<file path="src/rtl/learn_pkg.sv">
package learn_pkg;

    // Command bus field positions (both command cycles share this layout)
    localparam int OP_LSB   = 0;
    localparam int OP_W     = 2;
    localparam int IDX_LSB  = 2;
    localparam int HI_LSB   = 6;
    localparam int WIDE_BIT = 6;

    localparam logic [OP_W-1:0] OP_LEARN = 2'b11;

    // Table configuration codes
    localparam logic [1:0] MODE_X68  = 2'b00;
    localparam logic [1:0] MODE_X136 = 2'b01;

    typedef enum logic [1:0] {
        ST_IDLE = 2'd0,
        ST_HOLD = 2'd1,
        ST_TAIL = 2'd2
    } lrn_st_e;

endpackage

</file>
<file path="src/rtl/learn_cmd_decode.sv">
module learn_cmd_decode
    import learn_pkg::*;
#(
    parameter int CMD_W = 9,
    parameter int IDX_W = 4,
    parameter int HI_W  = 3
) (
    input  logic             cmd_vld,
    input  logic [CMD_W-1:0] cmd,
    output logic             is_learn,
    output logic [IDX_W-1:0] idx,
    output logic [HI_W-1:0]  hi,
    output logic             wide
);

    assign is_learn = cmd_vld && (cmd[OP_LSB +: OP_W] == OP_LEARN);
    assign idx      = cmd[IDX_LSB +: IDX_W];
    assign hi       = cmd[HI_LSB +: HI_W];
    assign wide     = cmd[WIDE_BIT];

endmodule

</file>
<file path="src/rtl/learn_word_fmt.sv">
module learn_word_fmt #(
    parameter int DATA_W = 68,
    parameter int LANES  = 2
) (
    input  logic [LANES-1:0][DATA_W-1:0] raw,
    output logic [LANES-1:0][DATA_W-1:0] fmt
);

    // Every learned word is marked occupied in bit 0
    localparam logic [DATA_W-1:0] OCC_MASK = DATA_W'(1);

    for (genvar g = 0; g < LANES; g++) begin : g_lane
        assign fmt[g] = raw[g] | OCC_MASK;
    end

endmodule

</file>
<file path="src/rtl/learn_sram_delay.sv">
module learn_sram_delay #(
    parameter int AW  = 22,
    parameter int LAT = 4
) (
    input  logic          clk,
    input  logic          rst_n,
    input  logic          in_vld,
    input  logic [AW-1:0] in_addr,
    output logic          out_vld,
    output logic [AW-1:0] out_addr
);

    logic          vld_q [LAT];
    logic [AW-1:0] adr_q [LAT];

    always_ff @(posedge clk or negedge rst_n) begin
        if (!rst_n) begin
            for (int s = 0; s < LAT; s++) begin
                vld_q[s] <= 1'b0;
                adr_q[s] <= '0;
            end
        end else begin
            vld_q[0] <= in_vld;
            adr_q[0] <= in_addr;
            for (int s = 1; s < LAT; s++) begin
                vld_q[s] <= vld_q[s-1];
                adr_q[s] <= adr_q[s-1];
            end
        end
    end

    assign out_vld  = vld_q[LAT-1];
    assign out_addr = adr_q[LAT-1];

endmodule

</file>
<file path="src/rtl/learn_seq.sv">
module learn_seq
    import learn_pkg::*;
#(
    parameter int CMD_W    = 9,
    parameter int IDX_W    = 4,
    parameter int HI_W     = 3,
    parameter int DATA_W   = 68,
    parameter int NFA_W    = 14,
    parameter int SRAM_AW  = 22,
    parameter int SRCH_LAT = 4
) (
    input  logic               clk,
    input  logic               rst_n,
    input  logic               cmd_vld,
    input  logic [CMD_W-1:0]   cmd,
    input  logic               learn_sel,
    input  logic [1:0]         tbl_mode,
    input  logic [NFA_W-1:0]   nfa,
    output logic [IDX_W-1:0]   cmp_pair,
    input  logic [DATA_W-1:0]  cmp_even_data,
    input  logic [DATA_W-1:0]  cmp_odd_data,
    output logic               arr_we_even,
    output logic               arr_we_odd,
    output logic [NFA_W-1:0]   arr_addr,
    output logic [DATA_W-1:0]  arr_wdata_even,
    output logic [DATA_W-1:0]  arr_wdata_odd,
    output logic               nfa_upd,
    output logic [SRAM_AW-1:0] sram_addr,
    output logic               sram_ce_n,
    output logic               sram_we_n
);

    localparam int SRAM_LO_W = SRAM_AW - HI_W;
    localparam int LANES     = 2;

    typedef struct packed {
        lrn_st_e           st;
        logic [IDX_W-1:0]  idx;
        logic [HI_W-1:0]   hi;
        logic              we_e;
        logic              we_o;
        logic [NFA_W-1:0]  addr;
        logic [DATA_W-1:0] wd_e;
        logic [DATA_W-1:0] wd_o;
        logic              upd;
    } seq_t;

    seq_t seq_d, seq_q;

    logic                          dec_learn;
    logic [IDX_W-1:0]              dec_idx;
    logic [HI_W-1:0]               dec_hi;
    logic                          dec_wide;
    logic [LANES-1:0][DATA_W-1:0]  cmp_raw;
    logic [LANES-1:0][DATA_W-1:0]  cmp_fmt;
    logic                          push_vld;
    logic [SRAM_AW-1:0]            push_addr;
    logic                          dly_vld;
    logic [SRAM_AW-1:0]            dly_addr;
    logic                          mode_ok;
    logic [NFA_W-1:0]              base_addr;

    learn_cmd_decode #(
        .CMD_W (CMD_W),
        .IDX_W (IDX_W),
        .HI_W  (HI_W)
    ) u_dec (
        .cmd_vld  (cmd_vld),
        .cmd      (cmd),
        .is_learn (dec_learn),
        .idx      (dec_idx),
        .hi       (dec_hi),
        .wide     (dec_wide)
    );

    assign cmp_raw = {cmp_odd_data, cmp_even_data};

    learn_word_fmt #(
        .DATA_W (DATA_W),
        .LANES  (LANES)
    ) u_fmt (
        .raw (cmp_raw),
        .fmt (cmp_fmt)
    );

    assign mode_ok   = (tbl_mode == MODE_X68) || (tbl_mode == MODE_X136);
    assign base_addr = dec_wide ? {nfa[NFA_W-1:1], 1'b0} : nfa;

    always_comb begin
        seq_d      = seq_q;
        seq_d.we_e = 1'b0;
        seq_d.we_o = 1'b0;
        seq_d.addr = '0;
        seq_d.wd_e = '0;
        seq_d.wd_o = '0;
        seq_d.upd  = seq_q.we_e;
        push_vld   = 1'b0;
        push_addr  = '0;

        unique case (seq_q.st)
            ST_IDLE: begin
                if (dec_learn) begin
                    seq_d.st  = ST_HOLD;
                    seq_d.idx = dec_idx;
                    seq_d.hi  = dec_hi;
                end
            end
            ST_HOLD: begin
                if (dec_learn && (dec_idx == seq_q.idx)) begin
                    seq_d.st = ST_TAIL;
                    if (learn_sel && mode_ok) begin
                        seq_d.we_e = 1'b1;
                        seq_d.we_o = dec_wide;
                        seq_d.addr = base_addr;
                        seq_d.wd_e = cmp_fmt[0];
                        seq_d.wd_o = dec_wide ? cmp_fmt[1] : '0;
                        push_vld   = 1'b1;
                        push_addr  = {seq_q.hi, SRAM_LO_W'(base_addr)};
                    end
                end else begin
                    seq_d.st = ST_IDLE;
                end
            end
            ST_TAIL: seq_d.st = ST_IDLE;
            default: seq_d.st = ST_IDLE;
        endcase
    end

    always_ff @(posedge clk or negedge rst_n) begin
        if (!rst_n) begin
            seq_q <= '{st: ST_IDLE, default: '0};
        end else begin
            seq_q <= seq_d;
        end
    end

    learn_sram_delay #(
        .AW  (SRAM_AW),
        .LAT (SRCH_LAT)
    ) u_dly (
        .clk      (clk),
        .rst_n    (rst_n),
        .in_vld   (push_vld),
        .in_addr  (push_addr),
        .out_vld  (dly_vld),
        .out_addr (dly_addr)
    );

    assign cmp_pair       = seq_q.idx;
    assign arr_we_even    = seq_q.we_e;
    assign arr_we_odd     = seq_q.we_o;
    assign arr_addr       = seq_q.addr;
    assign arr_wdata_even = seq_q.wd_e;
    assign arr_wdata_odd  = seq_q.wd_o;
    assign nfa_upd        = seq_q.upd;
    assign sram_addr      = dly_addr;
    assign sram_ce_n      = ~dly_vld;
    assign sram_we_n      = ~dly_vld;

endmodule

</file>
<file path="config.mk">
export PLATFORM = sky130hd
export DESIGN_NAME = learn_seq
export DESIGN_NICKNAME = d
export VERILOG_FILES = /design/src/rtl/learn_pkg.sv /design/src/rtl/learn_cmd_decode.sv /design/src/rtl/learn_word_fmt.sv /design/src/rtl/learn_sram_delay.sv /design/src/rtl/learn_seq.sv
export SDC_FILE = /design/constraint.sdc
export NUM_CORES = 1
export LEC_CHECK = 0
export CORE_MARGIN = 8
export CORE_UTILIZATION = 47
export DETAILED_ROUTE_END_ITERATION = 10
export PLACE_DENSITY = 0.85
export SYNTH_ARGS = -nofsm -noshare
export SYNTH_HDL_FRONTEND = slang
export SYNTH_SLANG_ARGS = --single-unit
</file>
<file path="constraint.sdc">
create_clock -name clk -period 2.95 [get_ports clk]
set_input_delay 0.7375 -clock clk [delete_from_list [all_inputs] [get_ports clk]]
set_output_delay 0.7375 -clock clk [all_outputs]
set_load 0.02 [all_outputs]
</file>
# --- Yosys cells after proc, flatten, opt, wreduce, memory -nomap -nowiden ---
# Cells that the tools add are included.
op_classes:
  reduce_logical: 7
  eq_ne: 5
  muxes: 14
  bitwise_logic: 1
ops:
  columns: ["cell", "count"]
  rows:
  - ["$mux W152", 3]
  - ["$mux W68", 1]
  - ["$mux W22", 3]
  - ["$mux W9", 1]
  - ["$eq A2 B1 Y1 const B", 2]
  - ["$eq A4 B4 Y1", 1]
  - ["$logic_not A2 Y1", 2]
  - ["$mux W1", 4]
  - ["$pmux W2 S2", 1]
  - ["$logic_and A1 B1 Y1", 3]
  - ["$eq A2 B2 Y1 const B", 1]
  - ["$mux W2", 1]
  - ["$ne A2 B2 Y1 const B", 1]
  - ["$reduce_and A2 Y1", 1]
  - ["$logic_or A1 B1 Y1", 1]
  - ["$not A1 Y1", 1]
word_totals:
  out_inout_bits: 181
  wordCells: 44
  inputBits: 165
  reg_bits: 254

# --- Logic depth before layout (Yosys ltp) ---
# Gate-level depths: netlist of run 1.
depth:
  ltp_word: 6
  depth_mapped: 6
  depth_no_buf: 3

# --- Hierarchy ---
# A second synthesis of run 1 with hierarchy kept.
unflattened:
  hier_cells: 943
  hier_area_um2: 10512.6
modules_own_cells:
  columns: ["module", "cells_per_inst", "area_each_um2", "instances", "seq_area_each_um2"]
  rows:
  - ["learn_seq", 683, 6954.2, 1, 4053.9]
  - ["learn_sram_delay", 114, 2467.4, 1, 2302.2]
  - ["learn_word_fmt", 137, 1024.7, 1, 0.0]
  - ["learn_cmd_decode", 9, 66.3, 1, 0.0]

# --- Least setup slack after synthesis of run 1 ---
# OpenSTA, ideal clock, no wires.
synth_timing:
  kind: "input port to flip-flop"
  from: "input port cmd[0]"
  to: "register seq_q (netlist bit cmp_pair[0])"
  arrival_time_ns: 1.604
  setup_slack_ns: 1.221
  required_ns: 2.825
  n_path_buf: 1
  setup_ns: 0.125
  stages: 4
  path_cell_list: "and4b_4 nor2b_1 buf_4 mux2_2"
synth_between:
  elab_chain_cells: 3
synth_lines:
  columns: ["element", "line_no", "rtl"]
  rows:
  - ["from (decl)", "learn_seq.sv:15", "input logic [CMD_W-1:0] cmd,"]
  - ["$eq A2 B2 Y1", "learn_cmd_decode.sv:16", "assign is_learn = cmd_vld && (cmd[OP_LSB +: OP_W] == OP_LEARN);"]
  - ["$logic_and A1 B1 Y1", "learn_cmd_decode.sv:16", null]
  - ["$reduce_and A2 Y1 (no line)", null, null]
  - ["to (signal assigned)", "learn_seq.sv:133", "seq_q <= seq_d;"]
  - ["to (decl)", "learn_seq.sv:48", "seq_t seq_d, seq_q;"]
# No other way between the ends.
# A chain may end at the register's enable or synchronous reset.

# --- Final worst setup path of run 1 ---
layout_timing:
  from: "register u_dly.vld_q (netlist bit u_dly.out_vld)"
  to: "output port sram_we_n"
layout_between:
  elab_chain_cells: 1
layout_lines:
  columns: ["element", "line_no", "rtl"]
  rows:
  - ["from (decl)", "learn_sram_delay.sv:13", "logic vld_q [LAT];"]
  - ["from (signal, indexed assignment)", "learn_sram_delay.sv:26", "vld_q[s] <= vld_q[s-1];"]
  - ["$not A1 Y1", "learn_seq.sv:158", "assign sram_we_n = ~dly_vld;"]
  - ["to (decl)", "learn_seq.sv:30", "output logic sram_we_n"]
# No other way between the ends.

==> flow_summary.toml, run 1 <==
[grt]
overflow = 0
grt_pass1_wl_um = 32300
grt_usage_pct = 17.42
grt_max_degree = 71
antenna_found_initial = 1
grt_pass1_vias = 5726

[sta]
hold_violations = 0
fin_crit_ns = 2.319
relSlewSlack_pct = 49.96
setup_viol = 0
finalMaxSlewViolations = 0
fin_skew_ns = 0.004194
worst_pin_slew_ns = 0.7506
finalCritPeriodShare_pct = 78.60
fmax_mhz = 431.3
rsz0062_at_grt = "false"
fin_setup_tns_ns = 0

[clock_network]
ctsResizeCount = 0
postCtsHoldBufs = 0
root_buffer = "clkbuf_16"
numClockSinks = 216
worstSkewPairLatency_ns = 0.50
cts_buffers = 24
clk_path_buf_depth = 3
cts_tree = "yes"
cts_max_level = 1
post_cts_buffers = 0
clkTransAtPathRegs_ns = 0.06

[logic_synthesis]
syn_area_per_cell_sq_um = 11.80
post-synth-top-count-cell = "dfrtp_1"
async_reset_ff_share_pct = 100.0
syn-instance-count = 752
yosys-top-cells-count = "dfrtp_1, buf_4, inv_1"
synth_top_area_cell = "dfrtp_1"
synth_ff_type = "dfrtp_1"
synth_area_leaders = "dfrtp_1, buf_4, nor3_2, inv_1, nor3_1"
ys_warn_count = 0
synth-seq-cells = 216
ys_types = 19
syn_area_sq_um = 8871
synth.top_cell.area_share_pct = 60.93
synth_edf_count = 0
seq_area_frac_synth_pct = 60.93

[placement]
dp.cells = 1128
portBuffers = 337
dpl.hpwl_um = 15390
gp_congestion = 0.7391

[outcome]
status = "finished, final reports clean"

[power_and_ir_drop]
ir_worst_vdd_mv = 0.4248
p_per_area_nw_per_um2 = 540.7
power_leakage_nw = 5.598

[detailed_routing]
drtIter0Drc = 155
wl_per_cell_um = 17.76
via_per_inst = 4.475
final_antenna_net_count = 0
vias = 5245
firstDrtPassIters = 4
drcViolationCount = 0
routed_wirelength_um = 20820

[worst_setup_path]
cp-start-kind = "flop"
crit_start = "u_dly.out_vld"
cp_max_fo = 2
worstSetupPathType = "reg2out"
end_kind = "output pin"
critical_path_required_ns = 2.21
arrival_ns = 1.58
timing.rr.start = "cmp_pair[3]"

[flow_run]
maxCapViolations = 0

[floorplanning]
die_y_um = 153.4
die_w_um = 153.4
core_area_sq_um = 18640
core.rowCount = 50
start_util_pct = 47.58
io_pins = 346
dieArea_sq_um = 23530

[layout]
drive_gt1_share_pct = 13.87
finalNonFillerCells = 1172
synthToLayoutAreaGrowth_pct = 34.15
num-nets-final = 1085

[worst_hold_path]
min-delay-path-class = "in2async"
## worst max-delay path, cell delays in order (launching register included)
cell             delay, ns
dfrtp_1               0.39
inv_1                 0.08
clkdlybuf4s50_1       0.61
## logic make-up (layout without fill, tap and decap cells)
kind of cell              Yosys count  count (layout)  synth area share, %
and+or+nand+nor                   161             161                13.48
buffers and inverters             363             544                24.26
other                               1               6              0.04227
muxes                               7               7               0.8886
xor gates and xnor gates            4               4               0.3949
DFF                               216             216                60.93
## sequential cells by signal (all words and copies together), names as in the netlist, 4 cells and up
signal	cells
arr_addr	13
arr_wdata_odd	68
seq_q	5
arr_wdata_even	68
u_dly.out_addr	17
u_dly.adr_q	38
cmp_pair	4
## layer usage
| layer | track usage (%) | up-vias | part of all wire (%) |
|---|---|---|---|
| met5 | 0 | - | 0 |
| met4 | 6.813 | 0 | 3.4 |
| met3 | 6.513 | 46 | 8.9 |
| met2 | 30.11 | 232 | 50 |
| met1 | 19.18 | 2539 | 37 |
| li1 | - | 2428 | - |
## path summary, 6_finish.rpt
check | to | slack (ns) | cells after the start
setup / recovery | sram_we_n | 0.63 | 2
hold / removal | u_dly.out_addr[4] | 0.16 | 1
setup reg to reg | arr_wdata_odd[29] | 1.26 | 4
hold reg to reg | u_dly.adr_q[33] | 0.34 | 0
max in group asynchronous | arr_wdata_odd[41] | 2.09 | 2
min in group clk | u_dly.adr_q[33] | 0.34 | 0
## stage by stage
stage | total power, mW | hold slack (ns) | setup WS, ns | util [%] | instance area, sq um
2_1_floorplan | 3.303 | 0.3312 | 1.221 | - | 8886
3_3_place_gp | 3.600 | 0.3313 | 0.5322 | 59.66 | 11120
3_5_place_dp | 3.612 | 0.3347 | 0.4496 | 59.66 | 11120
4_1_cts | 6.532 | 0.1656 | 0.6133 | 63.82 | 11900
5_1_grt | 6.693 | 0.1910 | 0.5973 | 63.83 | 11900
6_report | 6.435 | 0.1596 | 0.6314 | 63.83 | 11900
## cell usage in the layout, fill, tap and decap left out, types with 2 or more instances in the layout
cell,count
bufinv_16,2
nor3_2,72
buf_4,8
clkbuf_1,8
conb_1,5
nor2b_1,2
xnor2_1,4
clkinv_2,3
buf_12,4
dfrtp_1,216
clkbuf_16,25
mux2_2,7
clkdlybuf4s50_1,336
clkinvlp_4,4
nor2_1,3
inv_1,152
nor3_1,78
## final cells by class
class | count | area [sq um]
inverters | 152 | 570.5
clock buffers | 34 | 669.4
clock inverters | 9 | 105.1
fillers | 1428 | 6743
well taps | 234 | 292.8
repair buffers | 349 | 3518
diodes | 1 | 2.502
multi-input cells | 177 | 1336
flip-flops and latches | 216 | 5405
## where the power goes
group / internal [mW] / switching (mW)
clock network: 1.76 / 1.13
registers: 2.99 / 0.0150
logic: 0.269 / 0.279
total: 5.01 / 1.42
(Power assumes the default switching activity.)
==> run 2, diff against run 1 <==
- CORE_UTILIZATION: 47 -> 40
- PLACE_DENSITY: 0.85 -> 0.77
- clock period: 2.95 -> 2.1 ns (I/O delays scaled with it)
==> run 2 against run 1 <==
  * Core utilization is 8.2 points lower
  * Cell count is 4.6% higher
  * Sequential share of layout area is 0.88 points lower
  * Sequential power is 41% higher
  * Global-route usage is 2.2 points lower
  * Critical endpoint unchanged
  * Via count is 0.78% lower
  * Largest cell class unchanged
  * Non-clock buffer count is 10 higher
  * Routed wire length is 2.0% higher
  * Clock power is 42% higher
  * First-iteration DRC count is 59% higher
==> flow_summary.toml, run 2 (synthesized netlist as in run 1, its figures left out) <==
[clock_network]
cts_max_level = 1
clkTransAtPathRegs_ns = 0.06
numClockSinks = 216
cts_buffers = 24
root_buffer = "clkbuf_16"
worstSkewPairLatency_ns = 0.50
clk_path_buf_depth = 3
cts_tree = "yes"

[detailed_routing]
drtIter0Drc = 246
final_antenna_net_count = 0
wl_per_cell_um = 17.32
drcViolationCount = 0
firstDrtPassIters = 5
vias = 5204
routed_wirelength_um = 21240
via_per_inst = 4.245

[sta]
fin_crit_ns = 2.061
setup_viol = 0
fmax_mhz = 485.3
finalMaxSlewViolations = 0
fin_skew_ns = 0.01097
finalCritPeriodShare_pct = 98.12
fin_setup_tns_ns = 0
rsz0062_at_grt = "false"
worst_pin_slew_ns = 0.6188
relSlewSlack_pct = 58.75
hold_violations = 0

[worst_setup_path]
cp_max_fo = 2
worstSetupPathType = "reg2out"
crit_slowest_cell = "clkdlybuf4s50_1"
arrival_ns = 1.54
end_kind = "output pin"
crit_chain = "inv_1 -> clkdlybuf4s50_1"
cp-start-kind = "flop"
critical_path_required_ns = 1.57
critPathMaxStageDelay_ns = 0.62

[grt]
overflow = 0
grt_max_degree = 97
grt_usage_pct = 15.24
antenna_found_initial = 0
grt_pass1_wl_um = 32220
grt_pass1_vias = 5730

[layout]
drive_gt1_share_pct = 14.59
finalNonFillerCells = 1226
layout_common_cells = "clkdlybuf4s50_1, dfrtp_1, inv_1"
synthToLayoutAreaGrowth_pct = 36.81
mostFrequentLayoutCell = "clkdlybuf4s50_1"
num-nets-final = 1095
final_area_sq_um = 12140
diodes = 0

[flow_run]
maxCapViolations = 0

[outcome]
status = "finished, final reports clean"

[placement]
dp.cells = 1183
gp_congestion = 0.7488
portBuffers = 337
dpl.hpwl_um = 15630
place_area_sq_um = 11340

[floorplanning]
core.rowCount = 54
io_pins = 346
dieArea_sq_um = 27200
die_w_um = 164.9
core_area_sq_um = 21820
start_util_pct = 40.65
die_y_um = 164.9

[power_and_ir_drop]
power_switching_share_pct = 21.97
ir_worst_vdd_mv = 0.6397
p_int_mw = 7.119
p_per_area_nw_per_um2 = 751.7
power_leakage_nw = 5.794
switchingPower_mw = 2.005
power_frac_clock_pct = 45.0
pwr-share-seq_pct = 46.2
comb_power_share_pct = 8.8

[worst_hold_path]
min-delay-path-class = "reg2reg"
-- run 2: changes by cell type in the layout (fill, tap and decap cells not counted), sizes merged --
cell | before | now
clkdlybuf4s50 | 336 | 329
clkbuf | 34 | 36
dlymetal6s2s | 0 | 5
dlygate4sd3 | 0 | 1
diode | 1 | 0
dlygate4sd2 | 0 | 2
clkinv | 3 | 4
buf | 13 | 22
clkinvlp | 4 | 0
-- run 2: stage by stage --
stage	power [mW]	setup slack, ns	hold WS [ns]	util (%)
3_3_place_gp	5.091	0.02956	0.3316	51.94
3_5_place_dp	5.104	-0.0009754	0.3347	51.94
6_report	9.123	0.03938	0.3391	55.61
5_1_grt	9.510	0.0001791	0.3482	55.61
2_1_floorplan	4.639	0.5839	0.2294	-
4_1_cts	9.285	0.004787	0.3440	55.56
-- run 2: area by class of cell --
class,count,area (sq um)
Clock buffer,36,696.9
Clock inverter,6,83.83
Fill cell,1823,9687
Inverter,152,570.5
Multi-Input combinational cell,177,1336
Sequential cell,216,5405
Tap cell,280,350.3
Timing Repair Buffer,359,3694
-- run 2: repair_timing --
item	4_1_cts	5_1_grt
endpoints found under the setup margin	2	5
pin swaps	0	0
hold buffers	1	0
resized for setup	2	5
setup buffers	0	0
hold endpoints to repair	45	0
-- run 2: routing by layer --
metal  up-vias  GRT usage (%)  routed length, um
met2       240          26.56              10680
met5         -              0                  0
li1       2438              -                  -
met1      2494          16.50               7546
met3        32          6.755               2513
met4         0          4.300                497
-- run 2: worst max-delay path: cells and delay by family, from the launching register on --
| family | cells | cell delay, ns |
|---|---|---|
| flip-flops | 1 | 0.35 |
| buffers and inverters | 2 | 0.69 |
-- run 2: power groups by stage --
stage / combinational [mW] / sequential (mW) / clock [mW]
after floorplan: 0.353 / 4.29 / 0
after global placement: 0.802 / 4.29 / 0
after detailed placement: 0.813 / 4.29 / 0
after CTS: 0.817 / 4.22 / 4.25
after global routing: 0.871 / 4.22 / 4.42
final: 0.800 / 4.22 / 4.11
-- run 2: path summary, 6_finish.rpt --
check,from,end,slack (ns),cells past startpoint
min in group asynchronous,rst_n,arr_wdata_even[41],0.54,2
max,u_dly.out_vld,sram_we_n,0.04,2
min reg2reg,u_dly.adr_q[26],u_dly.out_addr[4],0.34,0
max in group asynchronous,rst_n,arr_wdata_odd[50],0.92,3
max reg2reg,cmp_pair[2],arr_wdata_odd[24],0.48,4
min,u_dly.adr_q[26],u_dly.out_addr[4],0.34,0
==> run 3, diff against run 2 <==
- CELL_PAD_IN_SITES_DETAIL_PLACEMENT: unset -> 0
- CELL_PAD_IN_SITES_GLOBAL_PLACEMENT: unset -> 2
- CORE_UTILIZATION: 40 -> 24
- GPL_TIMING_DRIVEN: unset -> 0
- PLACE_DENSITY: 0.77 -> unset
- PLACE_DENSITY_LB_ADDON: unset -> 0.1
- SETUP_SLACK_MARGIN: unset -> 0.5
==> run 3 against run 2 <==
  * The run now ends with hold timing left
  * Global-route usage down 3.2 points
  * Critical path depth unchanged
  * Largest power group is now clock
  * Critical endpoint is now arr_wdata_odd[0]
  * Via count up 14%
==> flow_summary.toml, run 3 (synthesized netlist as in run 1, its figures left out) <==
[placement]
gp_congestion = 0.6950
dpl.hpwl_um = 19680
portBuffers = 337
dp.cells = 1563

[sta]
hold_violations = 49
fin_skew_ns = 0.01524
finalMaxSlewViolations = 0
setup_viol = 0
rsz0062_at_grt = "true"
fin_crit_ns = 1.711
worst_pin_slew_ns = 0.5912
relSlewSlack_pct = 60.59
fin_hold_ws_ns = -0.09647
fin_setup_tns_ns = 0
finalCritPeriodShare_pct = 81.47
fmax_mhz = 584.5

[worst_setup_path]
crit_slowest_cell = "dfrtp_1"
crit_chain = "buf_6 -> buf_6"
cp_max_fo = 2
crit_top_cell = "buf_6"
cp.depth = 2
end_kind = "output pin"
critPathMaxStageDelay_ns = 0.42
arrival_ns = 1.19
worstSetupPathType = "reg2out"
r2r_cells = 7
crit_family = "flip-flops"
cp.buffers_inverters = 2
reg2reg_slack_ns = 0.48
critical_path_required_ns = 1.57
cp-start-kind = "flop"

[grt]
grt_pass1_vias = 6361
overflow = 0
grt_usage_pct = 12.01
antenna_found_initial = 5
grt_pass1_wl_um = 40310
grt_max_degree = 86

[layout]
drive_gt1_share_pct = 47.22
synthToLayoutAreaGrowth_pct = 68.05
finalNonFillerCells = 1618
mostFrequentLayoutCell = "buf_6"
num-nets-final = 1297
layout_common_cells = "buf_6, dfrtp_1, clkdlybuf4s50_1"
diodes = 0
fillers = 3576

[clock_network]
cts_tree = "yes"
clkTransAtPathRegs_ns = 0.05
numClockSinks = 216
cts_max_level = 1
worstSkewPairLatency_ns = 0.53
root_buffer = "clkbuf_16"
clk_path_buf_depth = 3
cts_buffers = 27

[floorplanning]
dieArea_sq_um = 43370
die_w_um = 208.3
core_area_sq_um = 36520
die_y_um = 208.3
io_pins = 346
start_util_pct = 24.29
core.rowCount = 70

[outcome]
status = "finished with violations"
violations = "hold timing"

[detailed_routing]
firstDrtPassIters = 4
via_per_inst = 3.651
routed_wirelength_um = 26530
drtIter0Drc = 87
final_antenna_net_count = 0
vias = 5907
wl_per_cell_um = 16.40
drcViolationCount = 0

[power_and_ir_drop]
power_leakage_nw = 7.440
power_frac_clock_pct = 46.6
comb_power_share_pct = 9.7
pwr-share-seq_pct = 43.7
switchingPower_mw = 2.247
power_switching_share_pct = 23.32
ir_worst_vdd_mv = 0.5098
p_int_mw = 7.387
p_per_area_nw_per_um2 = 646.3

[flow_run]
maxCapViolations = 0

[worst_hold_path]
min-delay-path-class = "in2async"
run 3: changes by cell type in the layout (fill, tap and decap cells not counted), sizes merged:
cell	delta
dlygate4sd2	-2
buf	+366
clkbuf	+15
bufinv	-1
dlymetal6s2s	-4
inv	+1
dlygate4sd3	-1
clkdlybuf4s50	-170
run 3: final cells by class:
type	instances	area (sq um)	area share [%]
tap	468	585.6	3.928
buffer	211	2266	15.20
clock inverter	6	58.81	0.3945
inverter	152	570.5	3.827
sequential	216	5405	36.26
timing repair buffer	347	3755	25.19
multi-input combinational	177	1469	9.853
clock buffer	41	798.3	5.355
run 3: path summary, 6_finish.rpt:
check / to / startpoint
min reg2reg: u_dly.adr_q[30] / u_dly.adr_q[52]
max in group asynchronous: u_dly.adr_q[29] / rst_n
max reg2reg: arr_wdata_odd[62] / cmp_pair[1]
max: arr_wdata_odd[0] / arr_wdata_odd[0]
min: arr_wdata_even[65] / rst_n
min in group clk: u_dly.adr_q[30] / u_dly.adr_q[52]
run 3: power by group through the flow:
stage / sequential, mW / combinational [mW] / clock, mW
after floorplan: 4.29 / 0.353 / 0
after global placement: 4.29 / 0.875 / 0
after detailed placement: 4.29 / 0.888 / 0
after CTS: 4.21 / 0.918 / 4.69
after global routing: 4.22 / 1.02 / 4.83
final: 4.22 / 0.931 / 4.49
run 3: stage by stage:
stage | instance area (sq um) | total power [mW] | hold slack [ns] | worst slack, ns | util [%]
after floorplan | 8886 | 4.639 | 0.2294 | 0.5839 | -
after global placement | 12840 | 5.170 | 0.3320 | -9.631 | 35.17
after detailed placement | 12900 | 5.179 | 0.3347 | -0.1902 | 35.33
after CTS | 14040 | 9.825 | -0.09854 | 0.3561 | 38.45
after global routing | 14910 | 10.07 | -0.08771 | 0.3343 | 40.82
final | 14910 | 9.635 | -0.09647 | 0.3891 | 40.82
run 3: repair_timing:
action / in CTS / in global routing
setup endpoints to repair: 249 / 330
setup buffers: 4 / 2
resized for setup: 1080 / 256
cloned: 0 / 2
hold endpoints to repair: 49 / 49
run 3: routing by layer:
metal	vias to the layer above	wire, um	track usage (%)
met1	2817	10310	13.72
met4	8	677	3.133
met2	179	13070	20.24
met3	43	2431	5.381
met5	-	45	0
li1	2860	-	-
